--- src/rtl/sctl_pkg.sv ---
package sctl_pkg;

  typedef enum logic [1:0] {
    HC_READ  = 2'd0,
    HC_WRITE = 2'd1,
    HC_RSTPR = 2'd2,
    HC_FAST  = 2'd3
  } host_cmd_e;

  typedef enum logic [1:0] {
    ST_IDLE  = 2'd0,
    ST_FRAME = 2'd1,
    ST_SHIFT = 2'd2,
    ST_GAP   = 2'd3
  } seq_state_e;

  localparam logic [3:0] OPC_READ  = 4'b0000;
  localparam logic [3:0] OPC_WRITE = 4'b0001;
  localparam logic [3:0] OPC_SETR  = 4'b0010;
  localparam logic [3:0] OPC_FAST  = 4'b0100;
  localparam logic [3:0] OPC_CLRR  = 4'b1011;

  localparam logic [1:0] PK_REQ  = 2'd0;
  localparam logic [1:0] PK_ADDR = 2'd1;
  localparam logic [1:0] PK_IVL  = 2'd2;
  localparam logic [1:0] PK_DATA = 2'd3;

endpackage

--- src/rtl/sctl_pkt_build.sv ---
module sctl_pkt_build #(
  parameter int PKT_W  = 16,
  parameter int DEV_W  = 6,
  parameter int ADDR_W = 12
) (
  input  logic [1:0]        pkt_sel_i,
  input  logic [3:0]        opc_i,
  input  logic [DEV_W-1:0]  dev_i,
  input  logic              bcast_i,
  input  logic [ADDR_W-1:0] addr_i,
  input  logic [PKT_W-1:0]  wdata_i,
  output logic [PKT_W-1:0]  word_o
);
  import sctl_pkg::*;

  localparam int REQ_USED = DEV_W + 4 + 1;

  logic [PKT_W-1:0] req_w;
  logic [PKT_W-1:0] addr_w;

  // Request layout: upper device bit, opcode, broadcast, low device bits.
  always_comb begin
    req_w = '0;
    req_w[REQ_USED-1 -: 1]   = dev_i[DEV_W-1];
    req_w[REQ_USED-2 -: 4]   = opc_i;
    req_w[DEV_W-1]           = bcast_i;
    req_w[DEV_W-2:0]         = dev_i[DEV_W-2:0];
  end

  always_comb begin
    addr_w = '0;
    addr_w[ADDR_W-1:0] = addr_i;
  end

  always_comb begin
    unique case (pkt_sel_i)
      PK_REQ:  word_o = req_w;
      PK_ADDR: word_o = addr_w;
      PK_IVL:  word_o = '0;
      default: word_o = wdata_i;
    endcase
  end

endmodule

--- src/rtl/sctl_gap_timer.sv ---
module sctl_gap_timer #(
  parameter int GAP_W = 5
) (
  input  logic             clk,
  input  logic             rst_n,
  input  logic             load_i,
  input  logic [GAP_W-1:0] load_val_i,
  input  logic             run_i,
  output logic             done_o
);
  logic [GAP_W-1:0] cnt_q, cnt_d;

  always_comb begin
    cnt_d = cnt_q;
    if (load_i)                     cnt_d = load_val_i;
    else if (run_i && cnt_q != '0)  cnt_d = cnt_q - 1'b1;
  end

  always_ff @(posedge clk or negedge rst_n) begin
    if (!rst_n) cnt_q <= '0;
    else        cnt_q <= cnt_d;
  end

  assign done_o = (cnt_q == '0);

endmodule

--- src/rtl/sctl_rx_shift.sv ---
module sctl_rx_shift #(
  parameter int PKT_W = 16
) (
  input  logic             clk,
  input  logic             rst_n,
  input  logic             en_i,
  input  logic             din_i,
  output logic [PKT_W-1:0] word_o
);
  logic [PKT_W-1:0] sh_q, sh_d;

  always_comb begin
    sh_d = sh_q;
    if (en_i) sh_d = {sh_q[PKT_W-2:0], din_i};
  end

  always_ff @(posedge clk or negedge rst_n) begin
    if (!rst_n) sh_q <= '0;
    else        sh_q <= sh_d;
  end

  assign word_o = sh_q;

endmodule

--- src/rtl/sctl_seq.sv ---
module sctl_seq #(
  parameter int PKT_W      = 16,
  parameter int DEV_W      = 6,
  parameter int ADDR_W     = 12,
  parameter int FRAME_HALF = 4,
  parameter int GAP_LONG   = 16,
  parameter int GAP_SHORT  = 4
) (
  input  logic              clk,
  input  logic              rst_n,
  input  logic              cmd_valid_i,
  output logic              cmd_ready_o,
  input  logic [1:0]        cmd_op_i,
  input  logic [DEV_W-1:0]  cmd_dev_i,
  input  logic              cmd_bcast_i,
  input  logic [ADDR_W-1:0] cmd_addr_i,
  input  logic [PKT_W-1:0]  cmd_wdata_i,
  output logic              ser_cmd_o,
  output logic              ser_do_o,
  output logic              ser_oe_o,
  input  logic              ser_di_i,
  output logic              rsp_valid_o,
  output logic [PKT_W-1:0]  rsp_data_o
);
  import sctl_pkg::*;

  localparam int CNT_W  = $clog2(PKT_W);
  localparam int GAP_W  = $clog2(GAP_LONG + 1);
  localparam logic [CNT_W-1:0] BIT_LAST   = CNT_W'(PKT_W - 1);
  localparam logic [CNT_W-1:0] FRAME_LAST = CNT_W'(2 * FRAME_HALF - 1);
  localparam logic [CNT_W-1:0] FRAME_HI   = CNT_W'(FRAME_HALF);
  localparam logic [GAP_W-1:0] GAP_L_LD   = GAP_W'(GAP_LONG - 1);
  localparam logic [GAP_W-1:0] GAP_S_LD   = GAP_W'(GAP_SHORT - 1);

  seq_state_e        st_q, st_d;
  logic [CNT_W-1:0]  cnt_q, cnt_d;
  logic [1:0]        pkt_q, pkt_d;
  logic [3:0]        opc_q, opc_d;
  logic [DEV_W-1:0]  dev_q, dev_d;
  logic              bc_q, bc_d;
  logic [ADDR_W-1:0] addr_q, addr_d;
  logic [PKT_W-1:0]  wd_q, wd_d;
  logic              rw_q, rw_d;
  logic              rd_q, rd_d;
  logic              pair_q, pair_d;
  logic              rsp_q, rsp_d;

  logic              accept;
  logic              last_bit;
  logic              last_pkt;
  logic              rx_phase;
  logic              gap_load;
  logic [GAP_W-1:0]  gap_val;
  logic              gap_done;
  logic [PKT_W-1:0]  cur_word;

  assign accept   = cmd_valid_i && (st_q == ST_IDLE);
  assign last_bit = (cnt_q == BIT_LAST);
  assign last_pkt = rw_q ? (pkt_q == PK_DATA) : (pkt_q == PK_REQ);
  assign rx_phase = (st_q == ST_SHIFT) && rd_q && (pkt_q == PK_DATA);

  sctl_pkt_build #(.PKT_W(PKT_W), .DEV_W(DEV_W), .ADDR_W(ADDR_W)) u_build (
    .pkt_sel_i (pkt_q),
    .opc_i     (opc_q),
    .dev_i     (dev_q),
    .bcast_i   (bc_q),
    .addr_i    (addr_q),
    .wdata_i   (wd_q),
    .word_o    (cur_word)
  );

  sctl_gap_timer #(.GAP_W(GAP_W)) u_gap (
    .clk        (clk),
    .rst_n      (rst_n),
    .load_i     (gap_load),
    .load_val_i (gap_val),
    .run_i      (st_q == ST_GAP),
    .done_o     (gap_done)
  );

  sctl_rx_shift #(.PKT_W(PKT_W)) u_rx (
    .clk    (clk),
    .rst_n  (rst_n),
    .en_i   (rx_phase),
    .din_i  (ser_di_i),
    .word_o (rsp_data_o)
  );

  // Next-state logic
  always_comb begin
    st_d     = st_q;
    cnt_d    = cnt_q;
    pkt_d    = pkt_q;
    opc_d    = opc_q;
    dev_d    = dev_q;
    bc_d     = bc_q;
    addr_d   = addr_q;
    wd_d     = wd_q;
    rw_d     = rw_q;
    rd_d     = rd_q;
    pair_d   = pair_q;
    rsp_d    = rx_phase && last_bit;
    gap_load = 1'b0;
    gap_val  = GAP_S_LD;
    unique case (st_q)
      ST_IDLE: begin
        if (accept) begin
          st_d   = ST_FRAME;
          cnt_d  = '0;
          pkt_d  = PK_REQ;
          dev_d  = cmd_dev_i;
          bc_d   = cmd_bcast_i;
          addr_d = cmd_addr_i;
          wd_d   = cmd_wdata_i;
          rw_d   = 1'b0;
          rd_d   = 1'b0;
          pair_d = 1'b0;
          unique case (host_cmd_e'(cmd_op_i))
            HC_READ:  begin opc_d = OPC_READ;  rw_d = 1'b1; rd_d = 1'b1; end
            HC_WRITE: begin opc_d = OPC_WRITE; rw_d = 1'b1; end
            HC_RSTPR: begin opc_d = OPC_SETR;  pair_d = 1'b1; end
            default:  opc_d = OPC_FAST;
          endcase
        end
      end
      ST_FRAME: begin
        if (cnt_q == FRAME_LAST) begin
          st_d  = ST_SHIFT;
          cnt_d = '0;
          pkt_d = PK_REQ;
        end else begin
          cnt_d = cnt_q + 1'b1;
        end
      end
      ST_SHIFT: begin
        if (last_bit) begin
          cnt_d = '0;
          if (!last_pkt) begin
            pkt_d = pkt_q + 1'b1;
          end else if (rw_q) begin
            st_d = ST_IDLE;
          end else begin
            st_d     = ST_GAP;
            gap_load = 1'b1;
            gap_val  = (opc_q == OPC_SETR) ? GAP_L_LD : GAP_S_LD;
          end
        end else begin
          cnt_d = cnt_q + 1'b1;
        end
      end
      default: begin
        if (gap_done) begin
          if (pair_q) begin
            pair_d = 1'b0;
            opc_d  = OPC_CLRR;
            st_d   = ST_FRAME;
            cnt_d  = '0;
          end else begin
            st_d = ST_IDLE;
          end
        end
      end
    endcase
  end

  // State registers
  always_ff @(posedge clk or negedge rst_n) begin
    if (!rst_n) begin
      st_q   <= ST_IDLE;
      cnt_q  <= '0;
      pkt_q  <= PK_REQ;
      opc_q  <= OPC_READ;
      dev_q  <= '0;
      bc_q   <= 1'b0;
      addr_q <= '0;
      wd_q   <= '0;
      rw_q   <= 1'b0;
      rd_q   <= 1'b0;
      pair_q <= 1'b0;
      rsp_q  <= 1'b0;
    end else begin
      st_q   <= st_d;
      cnt_q  <= cnt_d;
      pkt_q  <= pkt_d;
      opc_q  <= opc_d;
      dev_q  <= dev_d;
      bc_q   <= bc_d;
      addr_q <= addr_d;
      wd_q   <= wd_d;
      rw_q   <= rw_d;
      rd_q   <= rd_d;
      pair_q <= pair_d;
      rsp_q  <= rsp_d;
    end
  end

  assign cmd_ready_o = (st_q == ST_IDLE);
  assign ser_cmd_o   = (st_q == ST_FRAME) && (cnt_q < FRAME_HI);
  assign ser_oe_o    = !rx_phase;
  assign ser_do_o    = (st_q == ST_SHIFT) && !rx_phase && cur_word[BIT_LAST - cnt_q];
  assign rsp_valid_o = rsp_q;

endmodule

--- config.mk ---
export PLATFORM = sky130hd
export DESIGN_NAME = sctl_seq
export DESIGN_NICKNAME = d
export VERILOG_FILES = /design/src/rtl/sctl_pkg.sv /design/src/rtl/sctl_pkt_build.sv /design/src/rtl/sctl_gap_timer.sv /design/src/rtl/sctl_rx_shift.sv /design/src/rtl/sctl_seq.sv
export SDC_FILE = /design/constraint.sdc
export NUM_CORES = 1
export LEC_CHECK = 0
export BUFFER_PORTS_ARGS = -buffer_cell sky130_fd_sc_hd__buf_4
export CORE_MARGIN = 3
export CORE_UTILIZATION = 61
export CTS_CLUSTER_SIZE = 8
export DETAILED_ROUTE_END_ITERATION = 6
export GPL_TIMING_DRIVEN = 1
export PLACE_DENSITY_LB_ADDON = 0.05
export SETUP_SLACK_MARGIN = 0.2
export SLEW_MARGIN = 10
export SYNTH_ARGS = -nofsm -noshare
export SYNTH_HDL_FRONTEND = slang
export SYNTH_HIERARCHICAL = 1
export SYNTH_SLANG_ARGS = --single-unit
--- constraint.sdc ---
create_clock -name clk -period 7.2 [get_ports clk]
set_input_delay 1.08 -clock clk [delete_from_list [all_inputs] [get_ports clk]]
set_output_delay 1.08 -clock clk [all_outputs]
set_load 0.1 [all_outputs]
==> reports/metrics.csv, run 1 <==
stage;metric;value;unit
status;outcome;completed;
synth;synth_edf_count;0;
die;start_util;65.2;%
cells_and_area;finalNonFillerCells;420;
pwr;p_leak;2.04;nW
synth;synth_cell_types;48;
worst_setup_path;crit_type;reg2out;
clock_network;clock_latency;340;ps
min_path;min_from;wd_q[12]$_DFFE_PN0P_;
synth;syn-instance-count;285;
placement;hpwlAfterDp;4880;µm
placement;gp_congestion;0.764;
detailed_routing;drc_errors;0;
worst_setup_path;cp_data_arrival_time;2960;ps
worst_setup_path;ff2ff_path_depth;4;
cells_and_area;layout_common_cells;dfrtp_1, buf_4, mux2_2, mux2i_1;
die;die_area;7040;µm²
cells_and_area;design_area;4360;µm²
grt;grt_max_degree;73;
sta;timing.final.crit_share;56.1;%
clock_network;cts_tree;yes;
clock_network;cts-buffers-inserted;9;
die;dieHeight;83.9;µm
grt;antenna_found_initial;0;
cells_and_area;area_delta_synth_final;17.9;%
pwr;swShare;34.9;%
detailed_routing;drt_pass1_iterations;4;
die;die_w;83.9;µm
detailed_routing;drt-total-wl;6910;µm
detailed_routing;drt-wirelength-per-cell;16.5;µm
die;ioPinCount;62;
grt;grt_pass1_vias;2486;
cells_and_area;drive_gt1_share;42.5;%
placement;placed_area;4130;µm²
worst_setup_path;worstPathRequired;6120;ps
cells_and_area;final_common_cell;dfrtp_1;
clock_network;cts_sinks;72;
cells_and_area;fillers;380;
worst_setup_path;worstSetupEndpointType;output pin;
worst_setup_path;cp-start-kind;flip-flop;
pwr;fin_total_pwr;1.71;mW
clock_network;clockBufferDepth;2;
sta;finalHoldViolCount;0;
clock_network;clkSlewWorstSetupHoldPaths;70;ps
clock_network;cts_resized;0;
cells_and_area;antenna_cells;0;
clock_network;root_buffer;clkbuf_8;
min_path;hold_class;reg2reg;
sta;rsz0062_at_grt;false;
flow_run;maxCapViolations;0;
detailed_routing;vias;2395;
pwr;power_frac_clock;22.0;%
die;num_rows;27;
sta;final.setup.tns;0;ps
synth;avgSynthCellArea;13.0;µm²
placement;io_buffers;61;
die;core;5680;µm²
pwr;combPwrFrac;37.2;%
sta;setup_viol;0;
synth;async_reset_ff_share;100;%
synth;ys_warn_count;6;
synth;syn_area;3700;µm²
pwr;p_int;1.11;mW
cells_and_area;nNetsFinal;392;
clock_network;cts_setup_buffers;0;
detailed_routing;drt-initial-drc-count;139;
grt;overflow;0;
pwr;powerDensity;392;nW/µm²
detailed_routing;via_per_inst;5.70;
synth;synth_seq_cells;72;
synth;seq_area_frac_synth;48.7;%
sta;relSlewSlack;40.4;%
sta;fin_crit;4040;ps
placement;placed_cells;404;
worst_setup_path;cp_max_fo;19;
pwr;ir_drop;0.232;mV
worst_setup_path;startpoint;pkt_q[0]$_DFFE_PN0P_;
grt;grt_usage;21.3;%
sta;holdWs;509;ps
sta;fmax;248;MHz
sta;slew_viol_final;0;
sta;worst_slew_pin_slew;893;ps
min_path;hold_depth;1;
grt;grt_pass1_wl;12000;µm
synth;synth-main-ff-cell;dfrtp_1;
detailed_routing;drtAntennaViolNets;0;
clock_network;cts_htree_levels;3;
sta;skew;6.33;ps
worst_setup_path;r2r_start;pkt_q[0]$_DFFE_PN0P_;
pwr;p_seq_share;40.9;%
clock_network;hold_buffers;0;
pwr;p_sw;597;µW
-- per-stage QoR --
stage               setup slack [ps]  util, %
floorplan                       3380        -
global placement                3560     72.7
detailed placement              3510     72.7
CTS                             3140     76.9
global route                    3010     76.9
finish                          3160     76.9
-- power by group through the flow --
stage	Combinational [mW]	Sequential, mW	Clock [mW]
2_1_floorplan	0.575	0.632	0
3_3_place_gp	0.608	0.705	0
3_5_place_dp	0.631	0.707	0
4_1_cts	0.640	0.699	0.383
5_1_grt	0.701	0.719	0.403
6_report	0.636	0.698	0.375
-- worst paths after layout --
| kind | to | slack [ps] |
|---|---|---|
| worst max-delay path | ser_do_o | 3160 |
| worst min-delay path | wd_q[12]$_DFFE_PN0P_ | 510 |
| worst max register to register | u_rx/word_o[13]$_DFFE_PN0P_ | 4750 |
| worst min register to register | wd_q[12]$_DFFE_PN0P_ | 510 |
| max in group asynchronous | wd_q[8]$_DFFE_PN0P_ | 5760 |
| min in group asynchronous | u_gap/cnt_q[1]$_DFFE_PN0P_ | 840 |
-- cell type report --
cell class	count	area, µm²	share of cell area [%]
multi-input combinational	186	1720	39.5
tap	72	90.1	2.06
clock inverter	4	73.8	1.69
clock buffer	12	165	3.78
sequential	72	1800	41.3
timing repair buffer	62	465	10.7
inverter	12	45.0	1.03
-- registers in the layout, indices dropped and copies added, names as in the netlist --
name         count
wd_q            16
pair_q           1
rd_q             1
st_q             2
u_gap/cnt_q      5
rsp_valid_o      1
addr_q          12
pkt_q            2
rw_q             1
u_rx/word_o     16
opc_q            4
bc_q             1
dev_q            6
cnt_q            4
-- metal layers --
layer	track usage (%)	vias to the layer above	share of wire, %
li1	-	1150	-
met1	28.5	1178	45
met2	34.6	58	50
met3	3.65	9	3.9
met4	8.77	0	1.3
met5	0	-	0
-- cells in the mapped netlist (all sizes together), types with 2 or more instances --
library cell  count  area, µm²
nor3b             2       15.0
dfrtp            72       1800
and3              9       66.3
and2              2       15.0
clkbuf            6       23.8
mux4              5        128
or4b              2       23.8
o2bb2ai          12        136
nand3             5       25.0
conb              2       7.51
nor2b            10       62.6
a211oi            2       20.0
inv              12       45.0
nor3              4       20.0
nor2              7       26.3
buf              10        111
nand2b            4       25.0
a2bb2oi           2       17.5
mux2i            16        160
mux2             52        623
o31ai             4       35.0
or3               2       12.5
nand2            11       41.3
a21oi             8       43.8
o21ai             8       40.0
ha                8        100
-- worst max-delay path, stage by stage (launching register included) --
cell,delay [ps]
dfrtp_1,840
mux2i_1,270
o2bb2ai_1,110
mux4_1,520
mux4_2,460
and3_1,190
buf_4,230
-- cells by family (layout without fill, tap and decap cells) --
logic type	count (synthesis)	after routing	share of synthesized area [%]
AO/OA/AOI/OAI	40	40	8.86
adder cells (fa/ha/maj)	8	8	2.70
buffers and inverters	28	90	4.87
flip-flops	72	72	48.7
multiplexers	73	73	24.6
other	2	3	0.203
AND/OR/NAND/NOR	62	62	10.1
Note: power is estimated with default switching activity, not from simulation.
==> run 2, diff against run 1 <==
Settings changed: CORE_UTILIZATION 61 to 56.
Clock period 7.2 ns to 4.1 ns, I/O delays scaled along.
==> run 2 against run 1 <==
Effect of this change:
- first-iteration DRC count decreased by 52%
- cell area rose by 0.17%
- critical path depth unchanged
- critical path type unchanged
- combinational power up 75%
- die area rose by 8.3%
- register-to-register slack got worse by 3100 ps
- clock power grew 81%
- worst hold slack worse by 130 ps
- sequential power grew 76%
- largest cell class unchanged
==> reports/metrics.csv, run 2 (synthesized netlist as in run 1, its figures left out) <==
stage;metric;value;unit;change
status;outcome;completed;;
pwr;p_leak;2.03;nW;-0.35%
clock_network;cts_resized;0;;unchanged
worst_setup_path;worstPathRequired;3480;ps;-2640 ps
placement;gp_congestion;0.815;;+6.7%
detailed_routing;via_per_inst;5.60;;-1.8%
cells_and_area;antenna_cells;0;;unchanged
cells_and_area;fin_util;70.9;%;-6.0 points
worst_setup_path;cp-start-kind;flip-flop;;
clock_network;cts-buffers-inserted;9;;unchanged
clock_network;clkSlewWorstSetupHoldPaths;80;ps;about the same
sta;final.setup.tns;0;ps;unchanged
cells_and_area;area_delta_synth_final;18.1;%;
sta;finalHoldViolCount;0;;unchanged
detailed_routing;vias;2369;;-1.1%
sta;fin_crit;3590;ps;
die;ioPinCount;62;;unchanged
worst_setup_path;crit_type;reg2out;;
clock_network;hold_buffers;0;;unchanged
sta;slew_viol_final;0;;unchanged
sta;skew;7.17;ps;+0.844 ps
die;start_util;60.0;%;-5.2 points
clock_network;clockBufferDepth;2;;unchanged
die;die_w;87.3;µm;+4.1%
detailed_routing;drt_pass1_iterations;4;;unchanged
die;dieHeight;87.3;µm;+4.1%
pwr;powerDensity;690;nW/µm²;+76%
die;num_rows;28;;+3.7%
detailed_routing;drt-wirelength-per-cell;16.4;µm;-0.58%
grt;grt_pass1_vias;2389;;-3.9%
detailed_routing;drtAntennaViolNets;0;;unchanged
sta;fmax;279;MHz;
cells_and_area;fillers;471;;+24%
detailed_routing;drt-total-wl;6920;µm;+0.13%
sta;worst_slew_pin_slew;863;ps;-30.2 ps
clock_network;clock_latency;340;ps;about the same
sta;setup_viol;0;;unchanged
cells_and_area;nNetsFinal;392;;unchanged
clock_network;cts_sinks;72;;unchanged
clock_network;cts_htree_levels;3;;unchanged
clock_network;root_buffer;clkbuf_8;;
worst_setup_path;cp_max_fo;19;;unchanged
pwr;ir_drop;0.540;mV;+130%
min_path;hold_class;in2async;;
sta;relSlewSlack;42.5;%;+2.0 points
grt;overflow;0;;unchanged
placement;io_buffers;61;;unchanged
die;core;6170;µm²;+8.6%
worst_setup_path;r2r_start;pkt_q[0]$_DFFE_PN0P_;;
cells_and_area;drive_gt1_share;42.5;%;unchanged
sta;timing.final.crit_share;87.6;%;
placement;hpwlAfterDp;4960;µm;+1.6%
flow_run;maxCapViolations;0;;unchanged
detailed_routing;drt-initial-drc-count;67;;-52%
worst_setup_path;worstSetupEndpointType;output pin;;
grt;antenna_found_initial;0;;unchanged
grt;grt_pass1_wl;11400;µm;-5.2%
cells_and_area;final_common_cell;dfrtp_1;;
sta;rsz0062_at_grt;false;;
worst_setup_path;startpoint;pkt_q[0]$_DFFE_PN0P_;;
detailed_routing;drc_errors;0;;unchanged
clock_network;cts_setup_buffers;0;;unchanged
die;die_area;7620;µm²;+8.3%
clock_network;cts_tree;yes;;
grt;grt_max_degree;73;;unchanged
worst_setup_path;cp_data_arrival_time;2970;ps;about the same
cells_and_area;layout_common_cells;dfrtp_1, buf_4, mux2_2, mux2i_1, inv_1;;
grt;grt_usage;19.5;%;-1.9 points
run 2: cell count changes in the layout (fill, tap and decap cells not counted):
cell	delta
clkbuf_8	-3
clkinvlp_4	+2
bufinv_16	+1
run 2: stage by stage:
stage	instance area [µm²]	power (mW)	hold WS (ps)	instances	setup WS, ps
2_1_floorplan	3700	2.12	319	286	747
3_3_place_gp	4130	2.32	485	407	917
3_5_place_dp	4130	2.36	494	407	881
4_1_cts	4370	3.05	424	423	464
5_1_grt	4370	3.21	448	423	370
6_report	4370	3.02	380	423	510
run 2: final cells by class:
type | count | area [µm²] | share of cell area (%)
clock buffers | 9 | 124 | 2.83
inverters | 12 | 45.0 | 1.03
well taps | 75 | 93.8 | 2.15
repair buffers | 62 | 465 | 10.6
clock inverters | 7 | 119 | 2.72
multi-input cells | 186 | 1720 | 39.4
flip-flops and latches | 72 | 1800 | 41.2
run 2: final timing paths:
check / slack (ps) / endpoint / cells past startpoint
min: 380 / u_gap/cnt_q[0]$_DFFE_PN0P_ / 1
max: 510 / ser_do_o / 6
min in group clk: 470 / rd_q$_DFFE_PN0P_ / 2
max reg2reg: 1630 / u_rx/word_o[2]$_DFFE_PN0P_ / 4
min reg2reg: 510 / u_rx/word_o[15]$_DFFE_PN0P_ / 1
max in group asynchronous: 3160 / addr_q[5]$_DFFE_PN0P_ / 1
run 2: routing by layer:
layer	vias up	GRT usage [%]	routed length (µm)
met3	17	4.35	344
met4	0	9.34	179
met1	1142	25.5	3080
met5	-	0	0
li1	1149	-	-
met2	61	30.5	3320
run 2: report_power, final:
part,switching (mW),internal [mW],total (mW)
combinational,0.521,0.586,1.11
clock,0.274,0.405,0.679
sequential,0.257,0.974,1.23
total,1.05,1.96,3.02
run 2: critical path, stage by stage, from the launching register on:
cell and delay [ps]:
dfrtp_1 830, mux2i_1 320, o2bb2ai_2 80, mux4_1 520
mux4_2 470, and3_1 190, buf_4 230
